### config.mk
export PLATFORM = sky130hd
export DESIGN_NAME = avs_read_master
export DESIGN_NICKNAME = d
export VERILOG_FILES = /design/src/rtl/avs_pkg.sv /design/src/rtl/avs_crc3.sv /design/src/rtl/avs_half_tick.sv /design/src/rtl/avs_read_master.sv
export SDC_FILE = /design/constraint.sdc
export NUM_CORES = 1
export LEC_CHECK = 0
export BUFFER_PORTS_ARGS = -buffer_cell sky130_fd_sc_hd__buf_2
export CAP_MARGIN = 15
export CORE_ASPECT_RATIO = 1.75
export CORE_MARGIN = 2
export CORE_UTILIZATION = 50
export CTS_CLUSTER_SIZE = 28
export DETAILED_ROUTE_END_ITERATION = 6
export MAX_ROUTING_LAYER = met4
export PLACE_DENSITY_LB_ADDON = 0.25
export SYNTH_ARGS = -nofsm -noshare
export SYNTH_HDL_FRONTEND = slang
export SYNTH_HIERARCHICAL = 1
export SYNTH_SLANG_ARGS = --single-unit
### constraint.sdc
create_clock -name clk -period 3.2 [get_ports clk]
set_clock_uncertainty 0.1 [all_clocks]
set_input_delay 0.64 -clock clk [delete_from_list [all_inputs] [get_ports clk]]
set_output_delay 0.64 -clock clk [all_outputs]
set_load 0.1 [all_outputs]
### src/rtl/avs_pkg.sv
package avs_pkg;

    localparam int FRAME_W = 32;
    localparam int CRC_W   = 3;
    localparam int BODY_W  = FRAME_W - CRC_W;

    localparam logic [1:0] START_CODE = 2'b01;
    localparam logic [1:0] OP_READ    = 2'b11;

    typedef enum logic [2:0] {
        ST_IDLE,
        ST_SEND,
        ST_GAP,
        ST_RECV,
        ST_DONE
    } avs_state_e;

    // One serial step of the x^3+x+1 remainder register.
    function automatic logic [2:0] crc3_step(input logic [2:0] rem, input logic din);
        logic fb;
        fb = rem[2] ^ din;
        return {rem[1], rem[0] ^ fb, fb};
    endfunction

endpackage

### src/rtl/avs_crc3.sv
module avs_crc3 #(
    parameter int DATA_W = 29
) (
    input  logic [DATA_W-1:0] data_i,
    output logic [2:0]        crc_o
);
    import avs_pkg::*;

    logic [2:0] rem [DATA_W+1];

    assign rem[0] = 3'b000;

    genvar i;
    generate
        for (i = 0; i < DATA_W; i++) begin : g_bit
            assign rem[i+1] = crc3_step(rem[i], data_i[DATA_W-1-i]);
        end
    endgenerate

    assign crc_o = rem[DATA_W];

endmodule

### src/rtl/avs_half_tick.sv
module avs_half_tick #(
    parameter int CLK_DIV = 0
) (
    input  logic clk,
    input  logic rst_n,
    input  logic run_i,
    output logic tick_o
);
    localparam int HALF   = 4 * (CLK_DIV + 1);
    localparam int CNT_W  = (HALF > 1) ? $clog2(HALF) : 1;
    localparam logic [CNT_W-1:0] LAST = CNT_W'(HALF - 1);

    logic [CNT_W-1:0] cnt_q;

    always_ff @(posedge clk or negedge rst_n) begin
        if (!rst_n) begin
            cnt_q <= '0;
        end else if (!run_i || cnt_q == LAST) begin
            cnt_q <= '0;
        end else begin
            cnt_q <= cnt_q + 1'b1;
        end
    end

    assign tick_o = run_i && (cnt_q == LAST);

    // Half periods are at least four clocks, so ticks never sit back to back.
    p_tick_spacing_r4: assert property (@(posedge clk) disable iff (!rst_n)
        tick_o |=> !tick_o);

endmodule

### src/rtl/avs_read_master.sv
module avs_read_master #(
    parameter int CLK_DIV = 0
) (
    input  logic        clk,
    input  logic        rst_n,
    input  logic        start_i,
    input  logic [3:0]  cmd_type_i,
    input  logic [3:0]  rail_i,
    input  logic        clr_err_i,
    output logic        sclk_o,
    output logic        cs_n_o,
    output logic        mosi_o,
    input  logic        miso_i,
    output logic        busy_o,
    output logic        done_o,
    output logic [15:0] data_o,
    output logic [4:0]  resp_status_o,
    output logic        ack_err_o,
    output logic        wwb_err_o
);
    import avs_pkg::*;

    localparam int BIT_W  = $clog2(FRAME_W);
    localparam int CAP_W  = 23;                 // ack(2) + status(5) + data(16)
    localparam logic [BIT_W-1:0] LAST_BIT = BIT_W'(FRAME_W - 1);
    localparam logic [BIT_W-1:0] ZERO_BIT = BIT_W'(2);    // reply bit 29
    localparam logic [BIT_W-1:0] CAP_END  = BIT_W'(24);   // bits after index 23 are trailer

    avs_state_e state_q, state_d;

    logic [FRAME_W-1:0] tx_q;
    logic [CAP_W-1:0]   cap_q;
    logic [BIT_W-1:0]   bit_q;
    logic               sclk_q, cs_n_q, gap_q, done_q;
    logic [15:0]        data_q;
    logic [4:0]         stat_q;
    logic               ackerr_q, wwb_q;
    logic               tick;
    logic               last_fall;

    logic [BODY_W-1:0]  body;
    logic [CRC_W-1:0]   crc;

    assign body = {START_CODE, OP_READ, 1'b0, cmd_type_i, rail_i, 16'hFFFF};

    avs_crc3 #(.DATA_W(BODY_W)) u_crc (
        .data_i (body),
        .crc_o  (crc)
    );

    avs_half_tick #(.CLK_DIV(CLK_DIV)) u_tick (
        .clk    (clk),
        .rst_n  (rst_n),
        .run_i  (busy_o),
        .tick_o (tick)
    );

    assign last_fall = tick && sclk_q && (bit_q == LAST_BIT);

    // State register
    always_ff @(posedge clk or negedge rst_n) begin
        if (!rst_n) state_q <= ST_IDLE;
        else        state_q <= state_d;
    end

    // Next state
    always_comb begin
        state_d = state_q;
        unique case (state_q)
            ST_IDLE: if (start_i)         state_d = ST_SEND;
            ST_SEND: if (last_fall)       state_d = ST_GAP;
            ST_GAP:  if (tick && gap_q)   state_d = ST_RECV;
            ST_RECV: if (last_fall)       state_d = ST_DONE;
            ST_DONE:                      state_d = ST_IDLE;
        endcase
    end

    // Outputs and datapath
    always_ff @(posedge clk or negedge rst_n) begin
        if (!rst_n) begin
            tx_q     <= '0;
            cap_q    <= '0;
            bit_q    <= '0;
            sclk_q   <= 1'b0;
            cs_n_q   <= 1'b1;
            gap_q    <= 1'b0;
            done_q   <= 1'b0;
            data_q   <= '0;
            stat_q   <= '0;
            ackerr_q <= 1'b0;
        end else begin
            done_q <= 1'b0;
            unique case (state_q)
                ST_IDLE: begin
                    if (start_i) begin
                        tx_q   <= {body, crc};
                        cs_n_q <= 1'b0;
                        sclk_q <= 1'b0;
                        bit_q  <= '0;
                    end
                end
                ST_SEND: begin
                    if (tick) begin
                        if (!sclk_q) begin
                            sclk_q <= 1'b1;
                        end else begin
                            sclk_q <= 1'b0;
                            if (bit_q == LAST_BIT) begin
                                cs_n_q <= 1'b1;
                                tx_q   <= '0;
                                bit_q  <= '0;
                                gap_q  <= 1'b0;
                            end else begin
                                tx_q  <= {tx_q[FRAME_W-2:0], 1'b0};
                                bit_q <= bit_q + 1'b1;
                            end
                        end
                    end
                end
                ST_GAP: begin
                    if (tick) begin
                        if (gap_q) begin
                            cs_n_q <= 1'b0;
                            gap_q  <= 1'b0;
                        end else begin
                            gap_q  <= 1'b1;
                        end
                    end
                end
                ST_RECV: begin
                    if (tick) begin
                        if (!sclk_q) begin
                            sclk_q <= 1'b1;
                            if (bit_q != ZERO_BIT && bit_q < CAP_END) begin
                                cap_q <= {cap_q[CAP_W-2:0], miso_i};
                            end
                        end else begin
                            sclk_q <= 1'b0;
                            if (bit_q == LAST_BIT) begin
                                cs_n_q   <= 1'b1;
                                done_q   <= 1'b1;
                                stat_q   <= cap_q[20:16];
                                ackerr_q <= (cap_q[22:21] != 2'b00);
                                data_q   <= (cap_q[22:21] == 2'b00) ? cap_q[15:0] : 16'h0000;
                            end else begin
                                bit_q <= bit_q + 1'b1;
                            end
                        end
                    end
                end
                ST_DONE: begin
                    bit_q <= '0;
                end
            endcase
        end
    end

    // Sticky start-while-busy error; setting wins over clearing.
    always_ff @(posedge clk or negedge rst_n) begin
        if (!rst_n)                           wwb_q <= 1'b0;
        else if (start_i && state_q != ST_IDLE) wwb_q <= 1'b1;
        else if (clr_err_i)                   wwb_q <= 1'b0;
    end

    assign busy_o        = (state_q != ST_IDLE);
    assign sclk_o        = sclk_q;
    assign cs_n_o        = cs_n_q;
    assign mosi_o        = tx_q[FRAME_W-1];
    assign done_o        = done_q;
    assign data_o        = data_q;
    assign resp_status_o = stat_q;
    assign ack_err_o     = ackerr_q;
    assign wwb_err_o     = wwb_q;

    p_sclk_idle_r3: assert property (@(posedge clk) disable iff (!rst_n)
        cs_n_o |-> !sclk_o);

    p_idle_cs_high_r8: assert property (@(posedge clk) disable iff (!rst_n)
        !busy_o |-> cs_n_o);

    p_done_in_busy_r8: assert property (@(posedge clk) disable iff (!rst_n)
        done_o |-> busy_o);

    p_done_pulse_r8: assert property (@(posedge clk) disable iff (!rst_n)
        done_o |=> (!done_o && !busy_o));

    p_err_zero_data_r7: assert property (@(posedge clk) disable iff (!rst_n)
        ack_err_o |-> (data_o == 16'h0000));

    p_wwb_set_r9: assert property (@(posedge clk) disable iff (!rst_n)
        (start_i && busy_o) |=> wwb_err_o);

    p_wwb_clear_r10: assert property (@(posedge clk) disable iff (!rst_n)
        (clr_err_i && !(start_i && busy_o)) |=> !wwb_err_o);

endmodule

==> flow_summary.yaml <==
logic_synthesis:
  ys.warnings.count: 6
  synth.distinct_cells: 45
  synth_edf_count: 0
  synth_top_cells_by_area: "dfrtp_1 (49%), mux2_2 (11%), mux2_4 (6.5%)"
  synth_top_cell_area_share_pct: 49.39
  async_flop_share_pct: 100.0
  seq_area_frac_synth_pct: 49.96
  synthFlopType: "dfrtp_1"
  syn_area_per_cell_um2: 11.64
  synth_area_um2: 4611
  synth-seq-cells: 92
  synth_top_area_cell: "dfrtp_1"
  syn_inst: 396
drt:
  antenna_left: 0
  routed_wirelength_um: 8736
  num_vias: 2977
  viasPerCell: 5.124
  first_pass_iters: 4
  drt_iter0_markers: 127
  wl_per_cell_um: 15.04
  drc_errors: 0
power_and_ir_drop:
  vdd_ir_drop_max_mv: 0.3879
  leakagePower_nw: 2.572
  powerDensity_nw_per_um2: 677.2
floorplanning:
  fp.coreArea_um2: 9036
  die_x_um: 76.59
  ioPinCount: 41
  dieArea_um2: 10040
  fp.dieH_um: 131.0
  start_util_pct: 51.02
  row_count: 46
clock_tree:
  htreeDepth: 3
  cts_sinks: 92
  cts_resized: 0
  cts_tree: "built"
  clk_pin_slew_ns: 0.06
  postCtsSetupBuffers: 0
  clk_latency_ns: 0.34
  ctsHoldBuffers: 0
  cts_buffers: 9
  cts_buffer_depth: 2
  root_buffer: "clkbuf_16"
sta:
  hold_violations: 0
  post-route-period-util_pct: 75.01
  rsz0062_at_grt: "false"
  finalSetupTns_ns: 0
  fmax_mhz: 416.6
  setup-violations-final: 0
  min_period_ns: 2.400
  slew_viol_final: 0
  slew_headroom_pct: 44.81
  max_slew.worst_pin.slew_ns: 0.8254
setup_path:
  crit_arrival_ns: 2.53
  crit_chain: "ha_1 > and3_1 > ha_1 > nand2_1 > or4_4 > mux2_2"
  max_stage_delay_ns: 0.59
  critPathRequiredTime_ns: 3.33
  path_class: "reg -> reg"
  crit_top_cell: "ha_1"
  path_max_fanout: 22
  crit_slowest_cell: "or4_4"
  cp-start-kind: "register"
  crit_path_end_kind: "register"
global_routing:
  grt_pass1_wl_um: 15040
  grt_pass1_vias: 3124
  grt_overflow_total: 0
  grt_usage_pct: 19.61
  antenna_found_initial: 0
  grt_max_degree: 57
final_layout:
  areaGrowthSynthToFinish_pct: 14.93
  stdcell_count: 581
  postLayoutCoreUtil_pct: 58.64
  final_nets: 475
  antenna_cells: 0
  fillers: 790
  drive_above_1_share_pct: 30.80
worst_hold_path:
  hold_path_class: "in -> async"
status:
  outcome: "completed"
placed_design:
  gp_routability_congestion: 0.8381
  dp_hpwl_um: 6041
  numPortBuffers: 40
  numPlacedInstances: 566
flow_run:
  drv_cap: 0
[worst max-delay path: cells and delay by family, from the launching register on]
kind          cells  cell delay (ns)
mux               1             0.32
fa+ha+maj         2             0.51
flops             1             0.39
simple gates      3             0.95
[registers in the layout (all words and copies together) (netlist names), 2 cells and up]
name	count
u_tick/cnt_q	2
resp_status_o	5
state_q	3
bit_q	5
data_o	16
cap_q	23
tx_q	32
[where the power goes]
part           switching, mW  internal, mW  total [mW]  leakage (nW)
Sequential             0.158          1.42        1.58          1.18
Clock                  0.430         0.542       0.972         0.131
Combinational          0.501         0.537        1.04          1.26
[synthesized netlist by cell type, types with 6 or more instances]
cell       n
dfrtp_1   91
o21ai_0   56
mux2_2    47
inv_1     30
xnor2_1   22
mux2_4    20
nand2_1   20
nor2b_1   12
clkbuf_1  11
buf_2     10
mux2i_1    6
nand3_1    6
[per-stage QoR]
step	cell area (µm²)	power [mW]	hold slack, ns	setup slack [ns]
floorplan	4686	2.414	0.2444	0.07564
global placement	5030	2.583	0.3365	0.7820
detailed placement	5030	2.645	0.3621	0.7462
CTS	5299	3.614	0.2798	0.7725
global route	5299	3.792	0.3024	0.4572
finish	5299	3.589	0.2363	0.7997
[layout make-up]
class	count	area, µm²	area share, %
flip-flops and latches	92	2303	43.47
multi-input cells	271	2163	40.83
repair buffers	53	300.3	5.667
clock buffers	11	242.7	4.581
well taps	120	150.1	2.834
inverters	30	112.6	2.125
clock inverters	4	26.28	0.4959
[metal layers]
metal | up-vias | global-route usage [%] | wire, µm
li1 | 1446 | - | -
met5 | - | - | 0
met2 | 44 | 34.88 | 4714
met3 | 12 | 2.953 | 215
met4 | 0 | 8.663 | 201
met1 | 1475 | 21.95 | 3604
[layout by cell type, fill, tap and decap left out, drive strengths merged, types with 6 or more instances in the layout]
cell type,netlist,layout
clkbuf,11,11
nor2b,12,12
xnor2,23,23
inv,30,30
dfrtp,91,91
o21ai,56,56
buf,12,53
nand2,20,20
mux2,67,67
conb,2,22
nand3,6,6
mux2i,6,6
[cells by family after synthesis]
group,share of synthesized area [%]
muxes,19.29
and+or+nand+nor,8.657
other,0.1629
adders and majority gates,1.357
AOI/OAI and AO/OA,8.711
xor gates and xnor gates,6.947
DFF,49.96
buffers and inverters,4.912
[final timing paths]
path,cells past startpoint,slack [ns],endpoint,from
max in group asynchronous,2,2.08,tx_q[27]$_DFFE_PN0P_,rst_n
worst max-delay path,6,0.80,resp_status_o[3]$_DFFE_PN0P_,bit_q[1]$_DFFE_PN0P_
worst max register to register,6,0.80,resp_status_o[3]$_DFFE_PN0P_,bit_q[1]$_DFFE_PN0P_
min in group clk,1,0.38,u_tick/cnt_q[0]$_DFF_PN0_,u_tick/cnt_q[0]$_DFF_PN0_
worst min-delay path,1,0.24,cap_q[19]$_DFFE_PN0P_,rst_n
worst min register to register,1,0.38,u_tick/cnt_q[0]$_DFF_PN0_,u_tick/cnt_q[0]$_DFF_PN0_
(Power assumes the default switching activity.)
